File: src/rtl/dph_pkg.sv
package dph_pkg;
  typedef enum logic [2:0] {
    ST_IDLE      = 3'd0,
    ST_ACK_LOW   = 3'd1,
    ST_ACK_SPD   = 3'd2,
    ST_SYNC_WAIT = 3'd3,
    ST_RESP_LOW  = 3'd4,
    ST_RESP_SPD  = 3'd5
  } hs_state_e;
endpackage

File: src/rtl/dph_sync2.sv
module dph_sync2 #(
  parameter int STAGES = 2
) (
  input  logic clk,
  input  logic rst_n,
  input  logic d_in,
  output logic d_out
);
  logic [STAGES-1:0] chain;

  always_ff @(posedge clk or negedge rst_n) begin
    if (!rst_n) chain <= '1;
    else        chain <= {chain[STAGES-2:0], d_in};
  end

  assign d_out = chain[STAGES-1];
endmodule

File: src/rtl/dph_low_timer.sv
module dph_low_timer #(
  parameter int SYNC_MIN = 128,
  localparam int CW = $clog2(SYNC_MIN + 1)
) (
  input  logic clk,
  input  logic rst_n,
  input  logic pin_s,
  input  logic hold,
  output logic sync_hit
);
  localparam logic [CW-1:0] SAT = CW'(SYNC_MIN);
  localparam logic [CW-1:0] LAST = CW'(SYNC_MIN - 1);

  logic [CW-1:0] low_cnt;

  // Counter saturates at SAT so a long low gives one hit only
  always_ff @(posedge clk or negedge rst_n) begin
    if (!rst_n)                low_cnt <= '0;
    else if (hold || pin_s)    low_cnt <= '0;
    else if (low_cnt != SAT)   low_cnt <= low_cnt + 1'b1;
  end

  assign sync_hit = !hold && !pin_s && (low_cnt == LAST);
endmodule

File: src/rtl/dph_pulse_fsm.sv
module dph_pulse_fsm
  import dph_pkg::*;
#(
  parameter int ACK_LEN  = 16,
  parameter int RESP_LEN = 128,
  localparam int TW = $clog2((ACK_LEN > RESP_LEN ? ACK_LEN : RESP_LEN) + 1)
) (
  input  logic      clk,
  input  logic      rst_n,
  input  logic      sync_hit,
  input  logic      pin_s,
  input  logic      ack_go,
  output logic      drive_low,
  output logic      drive_high,
  output logic      resp_active,
  output hs_state_e state_o
);
  hs_state_e       st, st_nx;
  logic [TW-1:0]   tmr, tmr_nx;
  logic            hi1, hi1_nx;

  always_comb begin
    st_nx  = st;
    tmr_nx = tmr;
    hi1_nx = hi1;
    unique case (st)
      ST_IDLE: begin
        if (sync_hit) begin
          st_nx = ST_SYNC_WAIT; hi1_nx = 1'b0;
        end else if (ack_go) begin
          st_nx = ST_ACK_LOW; tmr_nx = TW'(ACK_LEN - 1);
        end
      end
      ST_ACK_LOW: begin
        if (sync_hit) begin
          st_nx = ST_SYNC_WAIT; hi1_nx = 1'b0;
        end else if (tmr == '0) st_nx = ST_ACK_SPD;
        else tmr_nx = tmr - 1'b1;
      end
      ST_ACK_SPD: begin
        if (sync_hit) begin
          st_nx = ST_SYNC_WAIT; hi1_nx = 1'b0;
        end else st_nx = ST_IDLE;
      end
      ST_SYNC_WAIT: begin
        hi1_nx = pin_s;
        if (pin_s && hi1) begin
          st_nx = ST_RESP_LOW; tmr_nx = TW'(RESP_LEN - 1);
        end
      end
      ST_RESP_LOW: begin
        if (tmr == '0) st_nx = ST_RESP_SPD;
        else tmr_nx = tmr - 1'b1;
      end
      ST_RESP_SPD: st_nx = ST_IDLE;
      default:     st_nx = ST_IDLE;
    endcase
  end

  always_ff @(posedge clk or negedge rst_n) begin
    if (!rst_n) begin
      st  <= ST_IDLE;
      tmr <= '0;
      hi1 <= 1'b0;
    end else begin
      st  <= st_nx;
      tmr <= tmr_nx;
      hi1 <= hi1_nx;
    end
  end

  assign drive_low   = (st == ST_ACK_LOW) || (st == ST_RESP_LOW);
  assign drive_high  = (st == ST_ACK_SPD) || (st == ST_RESP_SPD);
  assign resp_active = (st == ST_RESP_LOW) || (st == ST_RESP_SPD);
  assign state_o     = st;
endmodule

File: src/rtl/dbg_pin_handshake.sv
module dbg_pin_handshake
  import dph_pkg::*;
#(
  parameter int SYNC_MIN = 128,
  parameter int ACK_LEN  = 16,
  parameter int RESP_LEN = 128,
  parameter int SYNC_STAGES = 2
) (
  input  logic clk,
  input  logic rst_n,
  input  logic pin_in,
  input  logic cmd_start,
  input  logic cmd_done,
  input  logic ack_on_cmd,
  input  logic ack_off_cmd,
  output logic pin_drive_low,
  output logic pin_drive_high,
  output logic cmd_abort,
  output logic status_valid
);
  logic      pin_s, sync_hit, resp_active, ack_go;
  logic      pending_q, ack_en_q, status_q;
  hs_state_e fsm_state;

  dph_sync2 #(.STAGES(SYNC_STAGES)) u_sync (
    .clk(clk), .rst_n(rst_n), .d_in(pin_in), .d_out(pin_s)
  );

  dph_low_timer #(.SYNC_MIN(SYNC_MIN)) u_timer (
    .clk(clk), .rst_n(rst_n), .pin_s(pin_s), .hold(resp_active),
    .sync_hit(sync_hit)
  );

  dph_pulse_fsm #(.ACK_LEN(ACK_LEN), .RESP_LEN(RESP_LEN)) u_fsm (
    .clk(clk), .rst_n(rst_n), .sync_hit(sync_hit), .pin_s(pin_s),
    .ack_go(ack_go), .drive_low(pin_drive_low), .drive_high(pin_drive_high),
    .resp_active(resp_active), .state_o(fsm_state)
  );

  assign ack_go = cmd_done && pending_q && ack_en_q && !sync_hit;

  always_ff @(posedge clk or negedge rst_n) begin
    if (!rst_n) begin
      pending_q <= 1'b0;
      ack_en_q  <= 1'b0;
      status_q  <= 1'b0;
    end else begin
      // sync wins over everything, a new start over a stale done
      if (sync_hit)       pending_q <= 1'b0;
      else if (cmd_start) pending_q <= 1'b1;
      else if (cmd_done)  pending_q <= 1'b0;

      if (ack_off_cmd)     ack_en_q <= 1'b0;
      else if (ack_on_cmd) ack_en_q <= 1'b1;

      if (cmd_start) status_q <= 1'b0;
      else if (cmd_done && pending_q && !sync_hit) status_q <= 1'b1;
    end
  end

  assign cmd_abort    = sync_hit && pending_q;
  assign status_valid = status_q;
endmodule

File: config.mk
export PLATFORM = sky130hd
export DESIGN_NAME = dbg_pin_handshake
export DESIGN_NICKNAME = d
export VERILOG_FILES = /design/src/rtl/dph_pkg.sv /design/src/rtl/dph_sync2.sv /design/src/rtl/dph_low_timer.sv /design/src/rtl/dph_pulse_fsm.sv /design/src/rtl/dbg_pin_handshake.sv
export SDC_FILE = /design/constraint.sdc
export NUM_CORES = 1
export LEC_CHECK = 0
export BUFFER_PORTS_ARGS = -buffer_cell sky130_fd_sc_hd__buf_2
export CORE_ASPECT_RATIO = 1.75
export CORE_MARGIN = 2
export CORE_UTILIZATION = 30
export CTS_CLUSTER_SIZE = 16
export DETAILED_ROUTE_END_ITERATION = 10
export SETUP_SLACK_MARGIN = 0.02
export SYNTH_ARGS = -nofsm -noshare
export SYNTH_HDL_FRONTEND = slang
export SYNTH_SLANG_ARGS = --single-unit
File: constraint.sdc
create_clock -name clk -period 4.5 [get_ports clk]
set_input_delay 0.9 -clock clk [delete_from_list [all_inputs] [get_ports clk]]
set_output_delay 0.9 -clock clk [all_outputs]
set_load 0.1 [all_outputs]
# Word-level counts from Yosys, hierarchy flattened
# Index checks and enable logic that the tools add are counted.
# word_totals
regBits	25
output_inout_bits	4
word_cells	77
# classes
addsub	2
n_eq_ne	15
n_mux	25
reduce_logical	27
# op_table
cell	n
two-way mux 8 bit	7
one-hot mux 8 bit (4 select lines)	1
two-way mux 3 bit	6
one-hot mux 3 bit (5 select lines)	1
adder 8 x 1 -> 8 bit, second input constant	1
equality test 8 x 7 -> 1 bit, second input constant	1
logical AND 1 bit	8
logical NOT 8 bit	1
two-way mux 1 bit	8
!= test 8 bit, second input constant	1
nonzero test 2 bit	4
subtractor 8 x 1 -> 8 bit, second input constant	1
equality test 3 x 2 -> 1 bit, second input constant	2
equality test 3 bit, second input constant	2
!= test 2 x 1 -> 1 bit, second input constant	3
!= test 2 bit, second input constant	3
AND reduction 5 bit	1
logical OR 1 bit	4
AND reduction 4 bit	1
nonzero test 4 bit	1
equality test 3 x 1 -> 1 bit, second input constant	1
logical NOT 1 bit	3
logical NOT 3 bit	1
!= test 3 x 2 -> 1 bit, second input constant	1
other kinds (6)	6

# Longest topological paths before layout
# logic_depth
ltp_word	10
ltp_mapped	7
depth_no_buf	7

# Modules after synthesis
# A second synthesis with hierarchy kept.
# unflattened
hier_cells	153
area_unflattened_um2	1457.6
# modules_own_cells
module	n_inst	cells_per_inst	area_per_inst_um2
dph_pulse_fsm	1	90	832.0
dph_low_timer	1	47	444.2
dbg_pin_handshake	1	14	128.9
dph_sync2	1	2	52.6

# Worst setup path before layout
# Ideal clock, no wire load.
# synth_path
kind	register to output
from	register u_fsm.st[1], in the netlist u_fsm.state_o[1]
to	output pin_drive_high
arrival_ns	2.865
required_time_ns	3.600
path_slack_ns	0.735
path_stages_with_launch	4
n_path_buf	1
path_cell_list	dfrtp_1 > buf_1 > nand2b_1 > o21ai_0
# synth_via
elab_chain_cells	2
word_cells_on_any_way	3
# synth_lines
element	line	text
start, declared	dph_pulse_fsm.sv:18	hs_state_e st, st_nx;
start signal, assigned	dph_pulse_fsm.sv:66	st <= st_nx;
equality test 3 x 2 -> 1 bit or equality test 3 bit (tied branches)	dph_pulse_fsm.sv:73	assign drive_high = (st == ST_ACK_SPD) || (st == ST_RESP_SPD);
logical OR 1 bit (*)	dph_pulse_fsm.sv:73	
end, declared	dbg_pin_handshake.sv:17	output logic pin_drive_high,
# Every way passes the cells marked *; elsewhere a longest branch is shown, timed or not.

# Worst setup path after layout
# layout_path
from	register u_fsm.st[2], in the netlist u_fsm.state_o[2]
to	output cmd_abort
# layout_via
elab_chain_cells	6
word_cells_on_any_way	7
# layout_lines
element	line	text
equality test 3 bit	dph_pulse_fsm.sv:74	assign resp_active = (st == ST_RESP_LOW) || (st == ST_RESP_SPD);
logical OR 1 bit (*)	dph_pulse_fsm.sv:74	
logical NOT 1 bit (*)	dph_low_timer.sv:23	assign sync_hit = !hold && !pin_s && (low_cnt == LAST);
logical AND 1 bit (*) (2 in a row)	dph_low_timer.sv:23	
logical AND 1 bit (*)	dbg_pin_handshake.sv:61	assign cmd_abort = sync_hit && pending_q;
end, declared	dbg_pin_handshake.sv:18	output logic cmd_abort,
# Marks and branches as above.

==> impl_metrics.json <==
{
  "status": "complete, no violations",
  "crit_buf_inv": 1,
  "postCtsHoldBufs": 0,
  "yosysMostFrequentCell": "dfrtp_1",
  "drc": 0,
  "post-cts-setup-buffer-count": 0,
  "busiest_layer": "met2",
  "crit_slowest_cell": "dfrtp_1",
  "synthFlopType": "dfrtp_1",
  "drt-total-wl_um": 2930,
  "initial_core_util": 0.312,
  "tightest_slew_ns": 0.707,
  "grt_pass1_wl_um": 5090,
  "cp-start-kind": "flip-flop",
  "syn_area_um2": 1390,
  "cts_buffer_depth": 2,
  "wl_per_cell_um": 13.8,
  "cts_sinks": 25,
  "diodes": 0,
  "clk_pin_slew_ns": 0.09,
  "ys_seq_area_frac": 0.453,
  "fin_crit_sh": 0.709,
  "synth_common_cells": "dfrtp_1 (23), nor2_1 (19), nand2_1 (15), a21oi_1 (11)",
  "hold_viol": 0,
  "rows": 32,
  "die_area_um2": 5210,
  "maxSlewHeadroom": 0.522,
  "rsz0062_at_grt": "false",
  "fmax_mhz": 313,
  "power_uw": 626,
  "met3_usage": 0.0165,
  "ys_ff_latch": 25,
  "die_w_um": 55.4,
  "async_flop_share": 1.00,
  "core-area_um2": 4440,
  "synth_cells": 151,
  "leakage_uw": 0.000654,
  "clk_latency_ns": 0.28,
  "drt.antenna.violating_nets": 0,
  "peakVddDrop_mv": 0.209,
  "maxSlewViolCount": 0,
  "cts-root-buf": "clkbuf_8",
  "path_cells": "nor2b_1 > or2_2 > nor2_1 > and2_1 > buf_2",
  "fillerInstances": 467,
  "drt_iter0_drc": 28,
  "cp-end-kind": "output port",
  "grt_use_total": 0.123,
  "synth_area_leaders": "dfrtp_1 (41%), nor2_1 (5.1%), nand2_1 (4.1%)",
  "area_delta_synth_final_pct": 10.9,
  "maxCapViolations": 0,
  "port_buffers": 10,
  "ios": 11,
  "hold_class": "flip-flop to flip-flop",
  "cp_slowest_stage_delay_ns": 0.56,
  "worstPathArrival_ns": 2.29,
  "skew_ns": 0.00406,
  "viasPerCell": 5.32,
  "grtUsageMet1": 0.129,
  "powerDensity_nw_per_um2": 407,
  "post_cts_resized": 0,
  "synth_edf_count": 0,
  "cp_top_family": "simple AND/OR/NAND/NOR gates",
  "yosysTopAreaCell": "dfrtp_1",
  "period_minus_slack_ns": 3.19,
  "final_core_util": 0.346,
  "vias": 1133,
  "drive_gt1_frac": 0.167,
  "yosysWarnings": 0,
  "grt_max_degree": 26,
  "criticalPathCategory": "flip-flop to output port",
  "cts_buffers": 3,
  "htreeDepth": 1,
  "die_height_um": 94.0,
  "grt_remaining_overflow": 0,
  "worstPathRequired_ns": 3.60,
  "ys_types": 45,
  "crit_fanout": 15,
  "cts_tree": "yes",
  "synth.top_cell.area_share": 0.415,
  "grt_pass1_vias": 1139,
  "tns_ns": 0,
  "drt_first_pass_iters": 4,
  "nets": 173,
  "gp_congestion": 0.774,
  "met2_usage": 0.235,
  "antenna_found_initial": 0,
  "setup_violations": 0,
  "syn_avg_cell_area_um2": 9.19,
  "dp_hpwl_um": 2200,
  "synth_fp_nets": 161
}
## worst reg2reg max path, delay by kind of cell (launching register included)
| family | cells | cell delay, ns |
|---|---|---|
| compound gates | 3 | 0.57 |
| fa+ha+maj | 1 | 0.24 |
| simple gates | 2 | 1.00 |
| buf+inv | 1 | 0.10 |
| flops | 1 | 0.40 |
## logic make-up after synthesis
group,synth area share
simple gates,0.262
buf+inv,0.0243
flops,0.453
mux,0.0162
compound gates,0.193
fa+ha+maj,0.0271
xor+xnor,0.0253
## placed cells by master (no fill, tap or decap), types with 2 or more instances in the layout
cell type  count
a21oi_1       11
o21a_1         2
inv_1          5
xor2_1         2
nor3_1         6
o21ai_0        7
ha_1           3
xnor2_1        2
dfrtp_1       23
or2_2          4
mux2_2         2
dfstp_2        2
nand4b_1       2
clkbuf_8       3
nand4_1        2
nand2_1       15
a31oi_1        4
a21o_1         2
buf_2         10
or3_1          4
nor2_1        19
nand3_1        7
## layout make-up
type,instances,area [µm²],area share
Multi-Input combinational cell,117,726,0.472
Sequential cell,25,628,0.408
Tap cell,51,63.8,0.0415
Timing Repair Buffer,11,57.6,0.0374
Clock buffer,4,45.0,0.0293
Inverter,5,18.8,0.0122
## worst paths after layout
check / startpoint / end / slack [ns] / cells past startpoint
setup / recovery: u_fsm.state_o[2] / cmd_abort / 1.31 / 5
hold / removal: u_sync.chain[0] / u_sync.chain[1] / 0.36 / 0
setup reg to reg: u_fsm.tmr[0] / u_fsm.tmr[5] / 2.06 / 7
hold reg to reg: u_sync.chain[0] / u_sync.chain[1] / 0.36 / 0
max in group asynchronous: rst_n / status_valid / 3.52 / 1
min in group asynchronous: rst_n / u_fsm.tmr[6] / 0.60 / 1
## power breakdown
group / internal [µW] / switching [µW]
Clock: 63.6 / 75.0
Combinational: 73.0 / 117
Sequential: 256 / 41.5
## per-layer routing
layer	vias up	part of all wire	wire length (µm)
met5	-	0	0
met4	0	0.026	76
met3	8	0.015	45
met2	9	0.55	1610
met1	548	0.41	1200
li1	568	-	-
## sequential cells by signal (all words and copies together), names as in the netlist
| register | cells |
|---|---|
| status_valid | 1 |
| u_timer.low_cnt | 8 |
| ack_en_q | 1 |
| u_fsm.hi1 | 1 |
| pending_q | 1 |
| u_sync.chain | 2 |
| u_fsm.state_o | 3 |
| u_fsm.tmr | 8 |
## per-stage QoR
stage | hold slack [ns] | worst slack [ns] | cells | cell area [µm²]
3_3_place_gp | 0.347 | 1.65 | 209 | 1490
4_1_cts | 0.362 | 1.28 | 213 | 1540
6_report | 0.361 | 1.31 | 213 | 1540
2_1_floorplan | 0.345 | 0.735 | 151 | 1390
5_1_grt | 0.373 | 1.22 | 213 | 1540
3_5_place_dp | 0.348 | 1.60 | 209 | 1490
No activity file was read; power rests on OpenSTA's default activity.
